**src/rtl/exb_pkg.sv**
```systemverilog
package exb_pkg;

  localparam int EXB_DATA_W = 16;

  // Configuration word layout; the bit positions are part of the programming model.
  typedef struct packed {
    logic       en;        // 31
    logic       rsv30;     // 30
    logic [1:0] tAddr;     // 29:28
    logic [1:0] tSetup;    // 27:26
    logic [3:0] tStrobe;   // 25:22
    logic [1:0] tHold;     // 21:20
    logic [3:0] tRecov;    // 19:16
    logic [1:0] style;     // 15:14
    logic [3:0] sizeCode;  // 13:10
    logic [2:0] rsv9;      // 9:7
    logic       byteRd16;  // 6
    logic       rsv5;      // 5
    logic       muxMode;   // 4
    logic [1:0] rsv3;      // 3:2
    logic       wrEn;      // 1
    logic       bus8;      // 0
  } regionCfg_t;

  typedef enum logic [2:0] {
    PH_IDLE, PH_ADDR, PH_SETUP, PH_STRB, PH_HOLD, PH_RECV, PH_DONE
  } phase_e;

  // Strobes from the sequencer to the datapath.
  typedef struct packed {
    logic loadReq;
    logic addrPh;
    logic csOn;
    logic strobeOn;
    logic dataPh;
    logic capture;
  } busStrobe_t;

endpackage

```
**src/rtl/exb_control.sv**
```systemverilog
module exb_control
  import exb_pkg::*;
(
  input  logic       clk,
  input  logic       rstN,
  input  logic       reqValid,
  input  logic       reqFault,
  input  logic [1:0] tAddrSel,
  input  logic [1:0] tSetup,
  input  logic [3:0] tStrobe,
  input  logic [1:0] tHold,
  input  logic [3:0] tRecov,
  output busStrobe_t strb,
  output logic       busy,
  output logic       rspDone,
  output logic       rspErr
);

  phase_e     state, nState;
  logic [3:0] cnt, nCnt;
  logic       faultQ, nFault;
  logic       cntZero;

  assign cntZero = (cnt == 4'd0);

  always_comb begin
    nState = state;
    nCnt   = cnt;
    nFault = faultQ;
    unique case (state)
      PH_IDLE: begin
        if (reqValid) begin
          nFault = reqFault;
          if (reqFault) begin
            nState = PH_DONE;
          end else begin
            nState = PH_ADDR;
            nCnt   = {2'b00, tAddrSel};
          end
        end
      end
      PH_ADDR: begin
        if (cntZero) begin
          nState = PH_SETUP;
          nCnt   = {2'b00, tSetup};
        end else nCnt = cnt - 4'd1;
      end
      PH_SETUP: begin
        if (cntZero) begin
          nState = PH_STRB;
          nCnt   = tStrobe;
        end else nCnt = cnt - 4'd1;
      end
      PH_STRB: begin
        if (cntZero) begin
          nState = PH_HOLD;
          nCnt   = {2'b00, tHold};
        end else nCnt = cnt - 4'd1;
      end
      PH_HOLD: begin
        if (cntZero) begin
          nState = PH_RECV;
          nCnt   = tRecov;
        end else nCnt = cnt - 4'd1;
      end
      PH_RECV: begin
        if (cntZero) nState = PH_DONE;
        else nCnt = cnt - 4'd1;
      end
      PH_DONE: begin
        nState = PH_IDLE;
        nFault = 1'b0;
      end
      default: nState = PH_IDLE;
    endcase
  end

  always_ff @(posedge clk or negedge rstN) begin
    if (!rstN) begin
      state  <= PH_IDLE;
      cnt    <= 4'd0;
      faultQ <= 1'b0;
    end else begin
      state  <= nState;
      cnt    <= nCnt;
      faultQ <= nFault;
    end
  end

  always_comb begin
    strb.loadReq  = (state == PH_IDLE) && reqValid && !reqFault;
    strb.addrPh   = (state == PH_ADDR);
    strb.csOn     = (state == PH_SETUP) || (state == PH_STRB) || (state == PH_HOLD);
    strb.strobeOn = (state == PH_STRB);
    strb.dataPh   = strb.csOn;
    strb.capture  = (state == PH_STRB) && cntZero;
  end

  assign busy    = (state != PH_IDLE);
  assign rspDone = (state == PH_DONE);
  assign rspErr  = (state == PH_DONE) && faultQ;

endmodule

```
**src/rtl/exb_datapath.sv**
```systemverilog
module exb_datapath
  import exb_pkg::*;
#(
  parameter int NUM_CS = 8,
  parameter int OFF_W  = 24
) (
  input  logic                  clk,
  input  logic                  rstN,
  input  logic                  cfgWe,
  input  logic [$clog2(NUM_CS)+1:0] cfgAddr,
  input  logic [31:0]           cfgData,
  input  logic                  reqWrite,
  input  logic                  reqByte,
  input  logic [$clog2(NUM_CS)+OFF_W-1:0] reqAddr,
  input  logic [EXB_DATA_W-1:0] reqWdata,
  input  busStrobe_t            strb,
  input  logic [EXB_DATA_W-1:0] dataIn,
  output regionCfg_t            selCfg,
  output regionCfg_t            actCfg,
  output logic                  reqFault,
  output logic [NUM_CS-1:0]     csN,
  output logic [OFF_W-1:0]      extAddr,
  output logic                  oeN,
  output logic                  weN,
  output logic [EXB_DATA_W-1:0] dataOut,
  output logic                  dataOe,
  output logic [EXB_DATA_W-1:0] rspRdata
);

  localparam int CS_W    = $clog2(NUM_CS);
  localparam int CFG_AW  = CS_W + 2;
  localparam int HA_W    = CS_W + OFF_W;
  localparam logic [4:0] SIZE_BASE = 5'd9;  // 512-byte minimum region

  regionCfg_t cfgArr [NUM_CS];

  logic [CS_W-1:0]  cfgIdx;
  logic [CS_W-1:0]  selIdx;
  logic [OFF_W-1:0] selOff;
  logic [31:0]      offExt;
  logic [4:0]       sizeShift;
  logic             sizeFault, widthFault;

  assign cfgIdx = cfgAddr[CFG_AW-1:2];
  assign selIdx = reqAddr[HA_W-1:OFF_W];
  assign selOff = reqAddr[OFF_W-1:0];

  always_ff @(posedge clk or negedge rstN) begin
    if (!rstN) begin
      for (int i = 0; i < NUM_CS; i++) cfgArr[i] <= '0;
    end else if (cfgWe) begin
      cfgArr[cfgIdx] <= regionCfg_t'(cfgData);
    end
  end

  // Request screening against the addressed region's word
  assign selCfg    = cfgArr[selIdx];
  assign offExt    = 32'(selOff);
  assign sizeShift = SIZE_BASE + {1'b0, selCfg.sizeCode};
  assign sizeFault = |(offExt >> sizeShift);

  always_comb begin
    if (selCfg.bus8) widthFault = !reqByte;
    else if (reqByte) widthFault = reqWrite || !selCfg.byteRd16;
    else widthFault = selOff[0];
  end

  assign reqFault = !selCfg.en || (selCfg.style != 2'd0) || sizeFault ||
                    (reqWrite && !selCfg.wrEn) || widthFault;

  // Latched access
  logic [CS_W-1:0]       actIdx;
  logic [OFF_W-1:0]      actAddr;
  logic                  actWrite, actByte, actLane;
  logic [EXB_DATA_W-1:0] wdataQ, rdataQ;

  always_ff @(posedge clk or negedge rstN) begin
    if (!rstN) begin
      actCfg   <= '0;
      actIdx   <= '0;
      actAddr  <= '0;
      actWrite <= 1'b0;
      actByte  <= 1'b0;
      actLane  <= 1'b0;
      wdataQ   <= '0;
    end else if (strb.loadReq) begin
      actCfg   <= selCfg;
      actIdx   <= selIdx;
      actAddr  <= selCfg.bus8 ? selOff : {selOff[OFF_W-1:1], 1'b0};
      actWrite <= reqWrite;
      actByte  <= reqByte;
      actLane  <= selOff[0];
      wdataQ   <= selCfg.bus8 ? {8'h00, reqWdata[7:0]} : reqWdata;
    end
  end

  always_ff @(posedge clk or negedge rstN) begin
    if (!rstN) begin
      rdataQ <= '0;
    end else if (strb.capture && !actWrite) begin
      if (actCfg.bus8) rdataQ <= {8'h00, dataIn[7:0]};
      else if (actByte) rdataQ <= {8'h00, actLane ? dataIn[15:8] : dataIn[7:0]};
      else rdataQ <= dataIn;
    end
  end

  // Pin drive
  genvar g;
  generate
    for (g = 0; g < NUM_CS; g++) begin : g_cs
      localparam logic [CS_W-1:0] IDX = CS_W'(g);
      assign csN[g] = !(strb.csOn && (actIdx == IDX));
    end
  endgenerate

  logic muxAddr;
  assign muxAddr  = strb.addrPh && actCfg.muxMode;
  assign oeN      = !(strb.strobeOn && !actWrite);
  assign weN      = !(strb.strobeOn && actWrite);
  assign dataOe   = muxAddr || (strb.dataPh && actWrite);
  assign dataOut  = muxAddr ? actAddr[EXB_DATA_W-1:0] : wdataQ;
  assign extAddr  = actAddr;
  assign rspRdata = rdataQ;

endmodule

```
**src/rtl/exb_ctrl.sv**
```systemverilog
module exb_ctrl
  import exb_pkg::*;
#(
  parameter int NUM_CS = 8,
  parameter int OFF_W  = 24
) (
  input  logic                              clk,
  input  logic                              rstN,
  input  logic                              cfgWe,
  input  logic [$clog2(NUM_CS)+1:0]         cfgAddr,
  input  logic [31:0]                       cfgData,
  input  logic                              reqValid,
  input  logic                              reqWrite,
  input  logic                              reqByte,
  input  logic [$clog2(NUM_CS)+OFF_W-1:0]   reqAddr,
  input  logic [15:0]                       reqWdata,
  output logic                              busy,
  output logic                              rspDone,
  output logic                              rspErr,
  output logic [15:0]                       rspRdata,
  output logic [NUM_CS-1:0]                 csN,
  output logic [OFF_W-1:0]                  extAddr,
  output logic                              oeN,
  output logic                              weN,
  output logic [15:0]                       dataOut,
  output logic                              dataOe,
  input  logic [15:0]                       dataIn
);

  busStrobe_t strb;
  regionCfg_t selCfg, actCfg;
  logic       reqFault;

  exb_control u_control (
    .clk      (clk),
    .rstN     (rstN),
    .reqValid (reqValid),
    .reqFault (reqFault),
    .tAddrSel (selCfg.tAddr),
    .tSetup   (actCfg.tSetup),
    .tStrobe  (actCfg.tStrobe),
    .tHold    (actCfg.tHold),
    .tRecov   (actCfg.tRecov),
    .strb     (strb),
    .busy     (busy),
    .rspDone  (rspDone),
    .rspErr   (rspErr)
  );

  exb_datapath #(.NUM_CS(NUM_CS), .OFF_W(OFF_W)) u_datapath (
    .clk      (clk),
    .rstN     (rstN),
    .cfgWe    (cfgWe),
    .cfgAddr  (cfgAddr),
    .cfgData  (cfgData),
    .reqWrite (reqWrite),
    .reqByte  (reqByte),
    .reqAddr  (reqAddr),
    .reqWdata (reqWdata),
    .strb     (strb),
    .dataIn   (dataIn),
    .selCfg   (selCfg),
    .actCfg   (actCfg),
    .reqFault (reqFault),
    .csN      (csN),
    .extAddr  (extAddr),
    .oeN      (oeN),
    .weN      (weN),
    .dataOut  (dataOut),
    .dataOe   (dataOe),
    .rspRdata (rspRdata)
  );

endmodule

```
**config.mk**
```make
export PLATFORM = sky130hd
export DESIGN_NAME = exb_ctrl
export DESIGN_NICKNAME = d
export VERILOG_FILES = /design/src/rtl/exb_pkg.sv /design/src/rtl/exb_control.sv /design/src/rtl/exb_datapath.sv /design/src/rtl/exb_ctrl.sv
export SDC_FILE = /design/constraint.sdc
export NUM_CORES = 1
export LEC_CHECK = 0
export CAP_MARGIN = 0
export CORE_MARGIN = 1
export CORE_UTILIZATION = 30
export DETAILED_ROUTE_END_ITERATION = 12
export SYNTH_ARGS = -nofsm -noshare
export SYNTH_HDL_FRONTEND = slang
export SYNTH_HIERARCHICAL = 1
export SYNTH_SLANG_ARGS = --single-unit
```
**constraint.sdc**
```tcl
create_clock -name clk -period 3.85 [get_ports clk]
set_clock_uncertainty 0.1 [all_clocks]
set_input_delay 0.77 -clock clk [delete_from_list [all_inputs] [get_ports clk]]
set_output_delay 0.77 -clock clk [all_outputs]
set_load 0.05 [all_outputs]
```
* After elaboration in Yosys (flattened, before gate mapping) *
Cells that the tools add are included.
W data, S select, Z words.

word-level totals
  flip-flop bits (word level) = 340
  input bits = 102
  output and inout port bits = 70
  logic and storage cells = 259

operators by class
  add/sub/neg operators = 2
  magnitude comparators = 3
  eq/ne operators = 21
  shift-type cells = 1
  mux-type cells = 32
  bitwise logic cells = 2
  reduce and logical (&&, ||, !) cells = 54

operators by type and width
  kind                  count
  $bwmux W256           1
  $bmux W32 S3          1
  $demux W32 S3         1
  $mux W32              3
  $mux W16              4
  $reduce_or A32 Y1     1
  $shr A24 B5 Y32       1
  $mux W4               7
  $pmux W4 S6           1
  $eq A3 B3 Y1 const B  7
  $mux W3               7
  $logic_and A1 B1 Y1   19
  $pmux W3 S6           1
  $logic_not A1 Y1      16
  $eq A3 B2 Y1 const B  4
  $ne A2 B2 Y1 const B  5
  $ge A4 B4 Y1 const B  2
  $logic_or A1 B1 Y1    8
  $mux W8               1
  $not A3 Y4            2
  $eq A3 B1 Y1 const B  2
  $logic_not A3 Y1      2
  $ne A2 B1 Y1 const B  3
  $reduce_and A6 Y1     1
  11 further kinds      15

* Logic depth before layout (Yosys ltp) *
Gate-level depths: netlist (run 1).

  word-level depth = 13
  mapped depth = 15
  depth with buffers taken out = 11

* By module *
The synthesis (run 1) kept the hierarchy.

by module, submodules not included
  module        times used  cells an instance  area each (um^2)  sequential area each (um^2)
  exb_datapath  1           988                15538.7           8758.4
  exb_control   1           95                 765.7             200.2

* Worst setup path after synthesis (run 1) *
Ideal clock, no wire load.

  kind = input-to-reg
  start = in reqAddr[24]
  end = reg u_datapath.wdataQ[0]
  setup time = 0.125 ns
  data arrival time = 3.535 ns
  path slack = 0.091 ns
  stages = 13
  path buffers = 5
  cell sequence = buf_6 > buf_12 > buf_6 > mux4_2 > nor3b_1 > a31oi_1 > nor3_1 > o211ai_1 > nand2b_1 > nor2_1 > clkbuf_1 > clkbuf_1 > mux2_2

RTL lines
  item                    RTL line            RTL
  start: declaration      exb_ctrl.sv:15      input logic [$clog2(NUM_CS)+OFF_W-1:0] reqAddr,
  end signal: assignment  exb_datapath.sv:93  wdataQ <= selCfg.bus8 ? {8'h00, reqWdata[7:0]} : reqWdata;
  end: declaration        exb_datapath.sv:75  logic [EXB_DATA_W-1:0] wdataQ, rdataQ;

==> results of run 1 <==
per-layer routing:
metal,part of all wire,GRT usage
met1,0.47,0.1985
met2,0.46,0.2241
met3,0.056,0.03709
met4,0.012,0.02824
met5,0.0018,0
power groups by stage:
| stage | registers (mW) | clock network (mW) | logic (mW) |
|---|---|---|---|
| 2_1_floorplan | 4.19 | 0 | 1.48 |
| 3_3_place_gp | 3.93 | 0 | 2.48 |
| 3_5_place_dp | 3.97 | 0 | 2.52 |
| 4_1_cts | 3.92 | 3.26 | 2.53 |
| 5_1_grt | 4.00 | 3.37 | 2.71 |
| 6_report | 3.91 | 3.16 | 2.51 |
critical path, delay by kind of cell (launching register included):
family | cells | cell delay, ns
AND/OR/NAND/NOR | 3 | 0.68
AO/OA/AOI/OAI | 1 | 0.36
buffers and inverters | 1 | 0.74
flip-flops | 1 | 0.46
worst paths after layout:
check | cells past startpoint | end | start | slack [ns]
worst min-delay path | 1 | u_datapath/wdataQ[6]$_DFFE_PN0P_ | rstN | 0.16
min in group clk | 2 | u_datapath/rspRdata[6]$_DFFE_PN0P_ | u_datapath/rspRdata[6]$_DFFE_PN0P_ | 0.38
worst max-delay path | 5 | csN[5] | u_control/state[1]$_DFFE_PN0P_ | 0.24
worst min register to register | 2 | u_datapath/rspRdata[6]$_DFFE_PN0P_ | u_datapath/rspRdata[6]$_DFFE_PN0P_ | 0.38
max in group asynchronous | 2 | u_datapath/cfgArr[77]$_DFFE_PN0P_ | rstN | 2.48
worst max register to register | 9 | u_datapath/wdataQ[4]$_DFFE_PN0P_ | u_datapath/cfgArr[110]$_DFFE_PN0P_ | 0.62
through the flow:
step	hold slack, ns	TNS [ns]
final	0.1592	0
after global routing	0.2248	0
after CTS	0.2163	0
after detailed placement	0.3790	-3.541
after global placement	0.3664	-1.246
after floorplan	0.3739	0
registers in the layout, summed over array words and instances (netlist names):
| register | count |
|---|---|
| u_control/cnt | 4 |
| u_control/faultQ | 1 |
| u_control/state | 3 |
| u_datapath/actByte | 1 |
| u_datapath/actCfg | 14 |
| u_datapath/actIdx | 3 |
| u_datapath/actLane | 1 |
| u_datapath/actWrite | 1 |
| u_datapath/cfgArr | 200 |
| u_datapath/extAddr | 24 |
| u_datapath/rspRdata | 16 |
| u_datapath/wdataQ | 16 |
placed cells by master, fill, tap and decap left out, types with 11 or more instances in the layout:
cell type,instances
sky130_fd_sc_hd__nand2_1,33
sky130_fd_sc_hd__nand3_1,11
sky130_fd_sc_hd__o21ai_0,14
sky130_fd_sc_hd__nor2_1,13
sky130_fd_sc_hd__clkdlybuf4s50_1,141
sky130_fd_sc_hd__clkbuf_16,34
sky130_fd_sc_hd__buf_4,60
sky130_fd_sc_hd__mux2i_1,17
sky130_fd_sc_hd__a21oi_1,14
sky130_fd_sc_hd__dfrtp_1,284
sky130_fd_sc_hd__inv_1,18
sky130_fd_sc_hd__mux4_2,50
sky130_fd_sc_hd__mux2_2,283
sky130_fd_sc_hd__clkbuf_8,11
timing repair:
item                       in CTS  in global routing
hold buffers                    0                  0
buffers inserted                0                  0
hold endpoints to repair        0                  0
gates resized for setup         0                  1
setup endpoints to repair       0                  1
final cells by class:
cell class / instances / share of cell area
multi-input combinational: 536 / 0.3393
inverter: 18 / 0.004033
timing repair buffer: 212 / 0.1218
tap: 585 / 0.04370
sequential: 284 / 0.4243
clock inverter: 7 / 0.005079
clock buffer: 53 / 0.06162
antenna: 2 / 0.0002988
==> impl_metrics.py, run 1 <==
metrics = {
    "setup_path": {
        "critPathKind": "reg2out",
        "critPathMaxFanout": 8,
        "worstPathCellList": "nand2b_1 -> o21ai_1 -> nor2b_1 -> nand3_1 -> clkdlybuf4s50_1",
        "element_type_at_the_critical_path_start": "flop",
        "crit_required_ns": 2.98,
        "critPathArrivalTime_ns": 2.74,
        "worst_path_max_delay_cell": "sky130_fd_sc_hd__clkdlybuf4s50_1",
        "worst_path_largest_cell_delay_ns": 0.74,
        "worstSetupEndpointType": "output port",
    },
    "global_route": {
        "gr-total-overflow": 0,
        "maximum_number_of_pins_on_one_net_before_global_route_repair": 90,
        "grt_pass1_vias": 8624,
        "grt_use_total": 0.1428,
        "grt_pass1_wl_um": 50090,
        "antenna_found_initial": 6,
    },
    "run": {
        "drv.max_cap_violation_count": 0,
    },
    "synthesis": {
        "syn-num-nets": 1011,
        "ys.warnings.count": 6,
        "syn-cell-area_um2": 13200,
        "syn_area_per_cell_um2": 14.55,
        "synth_cells": 907,
    },
    "placement": {
        "placed_area_um2": 15630,
        "post-place-cells": 1635,
        "port_buffers": 162,
        "place_worst_setup_slack_ns": -0.09758,
        "dp.final_hpwl_um": 20700,
        "routabilityCongestion": 0.7910,
    },
    "clocking": {
        "clk_pin_slew_ns": 0.06,
        "cts_tree": "done",
        "cts_root_buffer": "sky130_fd_sc_hd__clkbuf_16",
        "cts-root-to-sink-buffers": 3,
        "clock_insertion_delay_worst_skew_ns": 0.51,
        "clock_tree.htree_level_count": 2,
        "cts_buffers": 34,
        "numClockSinks": 284,
    },
    "sta": {
        "layout_min_cycle_time_ns": 3.609,
        "slew_headroom": 0.4308,
        "layout_setup_ws_ns": 0.2405,
        "finalHoldViolCount": 0,
        "tightestPinTransition_ns": 0.8539,
        "slew_violations": 0,
        "setup_repair_after_global_routing_missed_its_margin": "no",
        "max_freq_ghz": 0.2770,
        "setup_viol": 0,
        "final_min_period_over_clock_period": 0.9375,
    },
    "routing": {
        "antenna_violating_nets_remaining": 0,
        "route.vias.total": 8208,
        "dr.first_iter.drc_count": 372,
        "drt_pre_antenna_iters": 4,
        "wire_per_inst_um": 18.52,
        "via_per_inst": 4.837,
        "routed_wl_um": 31420,
        "drcViolationCount": 0,
    },
    "floorplan": {
        "ioPinCount": 172,
        "die_area_um2": 44840,
        "die_h_um": 211.8,
        "effective_utilization_at_floorplan": 0.3051,
        "floorplan.core_area_um2": 43270,
        "die_width_um": 211.8,
        "count_of_standard_cell_rows": 76,
    },
    "power_and_ir_drop": {
        "p_clk_frac": 0.330,
        "vdd_drop_max_v": 0.0003264,
        "p_total_mw": 9.576,
        "combinationalPowerShare": 0.262,
        "power_frac_seq": 0.409,
        "cellPowerDensity_nw_per_um2": 571.7,
        "p_leak_nw": 7.168,
        "intPower_mw": 6.749,
        "swShare": 0.2952,
        "netSwitchingPower_mw": 2.827,
    },
    "cells_and_area": {
        "nNetsFinal": 1190,
        "final_cells": 1697,
        "area_occupied_by_multi_input_gates_um2": 5683,
        "layout.core_utilization": 0.3872,
        "drive_above_1_share": 0.4252,
        "combined_flip_flop_and_latch_cell_area_um2": 7107,
        "syn2layout_area_growth_pct": 26.91,
        "nFillCells": 4069,
        "final_cell_area_um2": 16750,
    },
    "worst_hold_path": {
        "worst_hold_path_type": "in2async",
    },
    "run_status": {
        "outcome": "complete, no violations",
    },
}
Note: power is estimated with default switching activity, not from simulation.
==> run 2, diff against run 1 <==
- CTS_CLUSTER_SIZE: not set -> 8
==> run 2 against run 1 <==
- via count about the same
- sequential share of layout area about the same
- critical path depth unchanged
- die area is the same
- worst hold slack better by 0.013 ns
- flip-flop and latch count unchanged
- clock-buffer cell count is 7 lower
- maximum frequency shrank 0.30%
- wire length grew 0.34%
- final cell count decreased by 0.77%
- global-route usage increased by 0.11 points
==> impl_metrics.py, run 2 (synthesis gave the netlist of run 1 again) <==
metrics = {
    "routing": {
        "drt_pre_antenna_iters": 4,
        "route.vias.total": 8203,
        "wire_per_inst_um": 18.72,
        "dr.first_iter.drc_count": 382,
        "routed_wl_um": 31530,
        "antenna_violating_nets_remaining": 0,
        "via_per_inst": 4.871,
        "drcViolationCount": 0,
    },
    "clocking": {
        "cts.repair_timing.setup_buffer_count": 0,
        "cts_buffers": 41,
        "cts-root-to-sink-buffers": 3,
        "clock_tree.htree_level_count": 2,
        "cts_tree": "done",
        "cts_root_buffer": "sky130_fd_sc_hd__clkbuf_16",
        "numClockSinks": 284,
        "clk_pin_slew_ns": 0.05,
        "clock_insertion_delay_worst_skew_ns": 0.52,
    },
    "cells_and_area": {
        "final_cell_area_um2": 16740,
        "final_cells": 1684,
        "nNetsFinal": 1197,
        "syn2layout_area_growth_pct": 26.83,
        "largest_register_ffs": 200,
        "layout.cells.most_common": "sky130_fd_sc_hd__dfrtp_1",
        "top_reg_by_flops": "u_datapath/cfgArr",
        "drive_above_1_share": 0.4239,
        "nFillCells": 4070,
        "most_frequent_cells_in_the_layout": "284 x sky130_fd_sc_hd__dfrtp_1, 283 x sky130_fd_sc_hd__mux2_2, 141 x sky130_fd_sc_hd__clkdlybuf4s50_1",
    },
    "placement": {
        "port_buffers": 162,
        "placed_area_um2": 15630,
        "dp.final_hpwl_um": 20700,
        "routabilityCongestion": 0.7910,
        "post-place-cells": 1635,
    },
    "worst_hold_path": {
        "worst_hold_path_type": "in2async",
    },
    "global_route": {
        "top_usage_layer": "met2",
        "globalRouteMet2Util": 0.2248,
        "grt_use_total": 0.1439,
        "grt_util_met3": 0.04035,
        "met1_track_demand_over_resource_in_global_routing": 0.1979,
        "gr-total-overflow": 0,
        "grt_pass1_vias": 8662,
        "grt_pass1_wl_um": 50360,
        "maximum_number_of_pins_on_one_net_before_global_route_repair": 90,
        "antenna_found_initial": 6,
    },
    "power_and_ir_drop": {
        "p_total_mw": 9.595,
        "power_frac_seq": 0.409,
        "netSwitchingPower_mw": 2.787,
        "p_clk_frac": 0.330,
        "cellPowerDensity_nw_per_um2": 573.2,
        "intPower_mw": 6.808,
        "swShare": 0.2905,
        "combinationalPowerShare": 0.261,
        "p_leak_nw": 7.160,
        "vdd_drop_max_v": 0.0003252,
    },
    "floorplan": {
        "effective_utilization_at_floorplan": 0.3051,
        "die_area_um2": 44840,
        "die_width_um": 211.8,
        "count_of_standard_cell_rows": 76,
        "ioPinCount": 172,
        "floorplan.core_area_um2": 43270,
        "die_h_um": 211.8,
    },
    "sta": {
        "slew_headroom": 0.4262,
        "slew_violations": 0,
        "setup_repair_after_global_routing_missed_its_margin": "no",
        "setup_viol": 0,
        "finalHoldViolCount": 0,
        "final_min_period_over_clock_period": 0.9403,
        "holdWs_ns": 0.1723,
        "layout_min_cycle_time_ns": 3.620,
        "tightestPinTransition_ns": 0.8606,
        "max_freq_ghz": 0.2762,
    },
    "setup_path": {
        "element_type_at_the_critical_path_start": "flop",
        "critPathArrivalTime_ns": 2.75,
        "crit_required_ns": 2.98,
        "worstSetupEndpointType": "output port",
        "critPathKind": "reg2out",
        "ff2ff_path_depth": 9,
        "critPathMaxFanout": 8,
    },
    "run_status": {
        "outcome": "complete, no violations",
    },
    "run": {
        "drv.max_cap_violation_count": 0,
    },
}
[run 2: path summary, 6_finish.rpt]
kind	startpoint	end	slack, ns
hold reg to reg	u_datapath/rspRdata[6]$_DFFE_PN0P_	u_datapath/rspRdata[6]$_DFFE_PN0P_	0.38
hold / removal	rstN	u_datapath/wdataQ[6]$_DFFE_PN0P_	0.17
min in group clk	u_datapath/rspRdata[6]$_DFFE_PN0P_	u_datapath/rspRdata[6]$_DFFE_PN0P_	0.38
setup / recovery	u_control/state[1]$_DFFE_PN0P_	csN[5]	0.23
max in group asynchronous	rstN	u_datapath/cfgArr[11]$_DFFE_PN0P_	2.50
setup reg to reg	u_datapath/cfgArr[46]$_DFFE_PN0P_	u_datapath/wdataQ[4]$_DFFE_PN0P_	0.65
[run 2: power groups by stage]
stage	Clock [mW]	Sequential, mW	Combinational [mW]
after floorplan	0	4.19	1.48
after global placement	0	3.93	2.48
after detailed placement	0	3.97	2.52
after CTS	3.28	3.92	2.53
after global routing	3.40	4.00	2.71
final	3.17	3.92	2.50
[run 2: timing repair]
action,CTS,global route
resized for setup,0,1
setup endpoints to repair,0,1
hold buffers,0,0
[run 2: critical path, stage by stage (launching register included)]
cell and delay [ns]:
sky130_fd_sc_hd__dfrtp_1 0.46, sky130_fd_sc_hd__nand2b_1 0.22, sky130_fd_sc_hd__o21ai_1 0.37, sky130_fd_sc_hd__nor2b_1 0.31, sky130_fd_sc_hd__nand3_1 0.15, sky130_fd_sc_hd__clkdlybuf4s50_1 0.74
[run 2: per-layer routing]
layer	up-vias	wire length [µm]
met1	4249	14670
met2	192	14530
met4	8	432
met3	46	1847
met5	-	54
li1	3708	-
[run 2: per-stage QoR]
step                      utilization  setup TNS, ns  setup slack (ns)
after detailed placement       0.3612         -3.541          -0.09758
after CTS                      0.3867              0            0.1285
after global routing           0.3868              0           0.06374
after floorplan                     -              0            0.1624
final                          0.3869              0            0.2297
after global placement         0.3612         -1.246          -0.04397
[run 2: area by class of cell]
cell class / count / area [µm²] / share of cell area
multi-input cells: 536 / 5683 / 0.3395
clock inverters: 1 / 8.758 / 0.0005232
flip-flops and latches: 284 / 7107 / 0.4245
diodes: 2 / 5.005 / 0.0002990
well taps: 585 / 732.0 / 0.04373
inverters: 18 / 67.56 / 0.004036
repair buffers: 212 / 2039 / 0.1218
clock buffers: 46 / 1097 / 0.06555
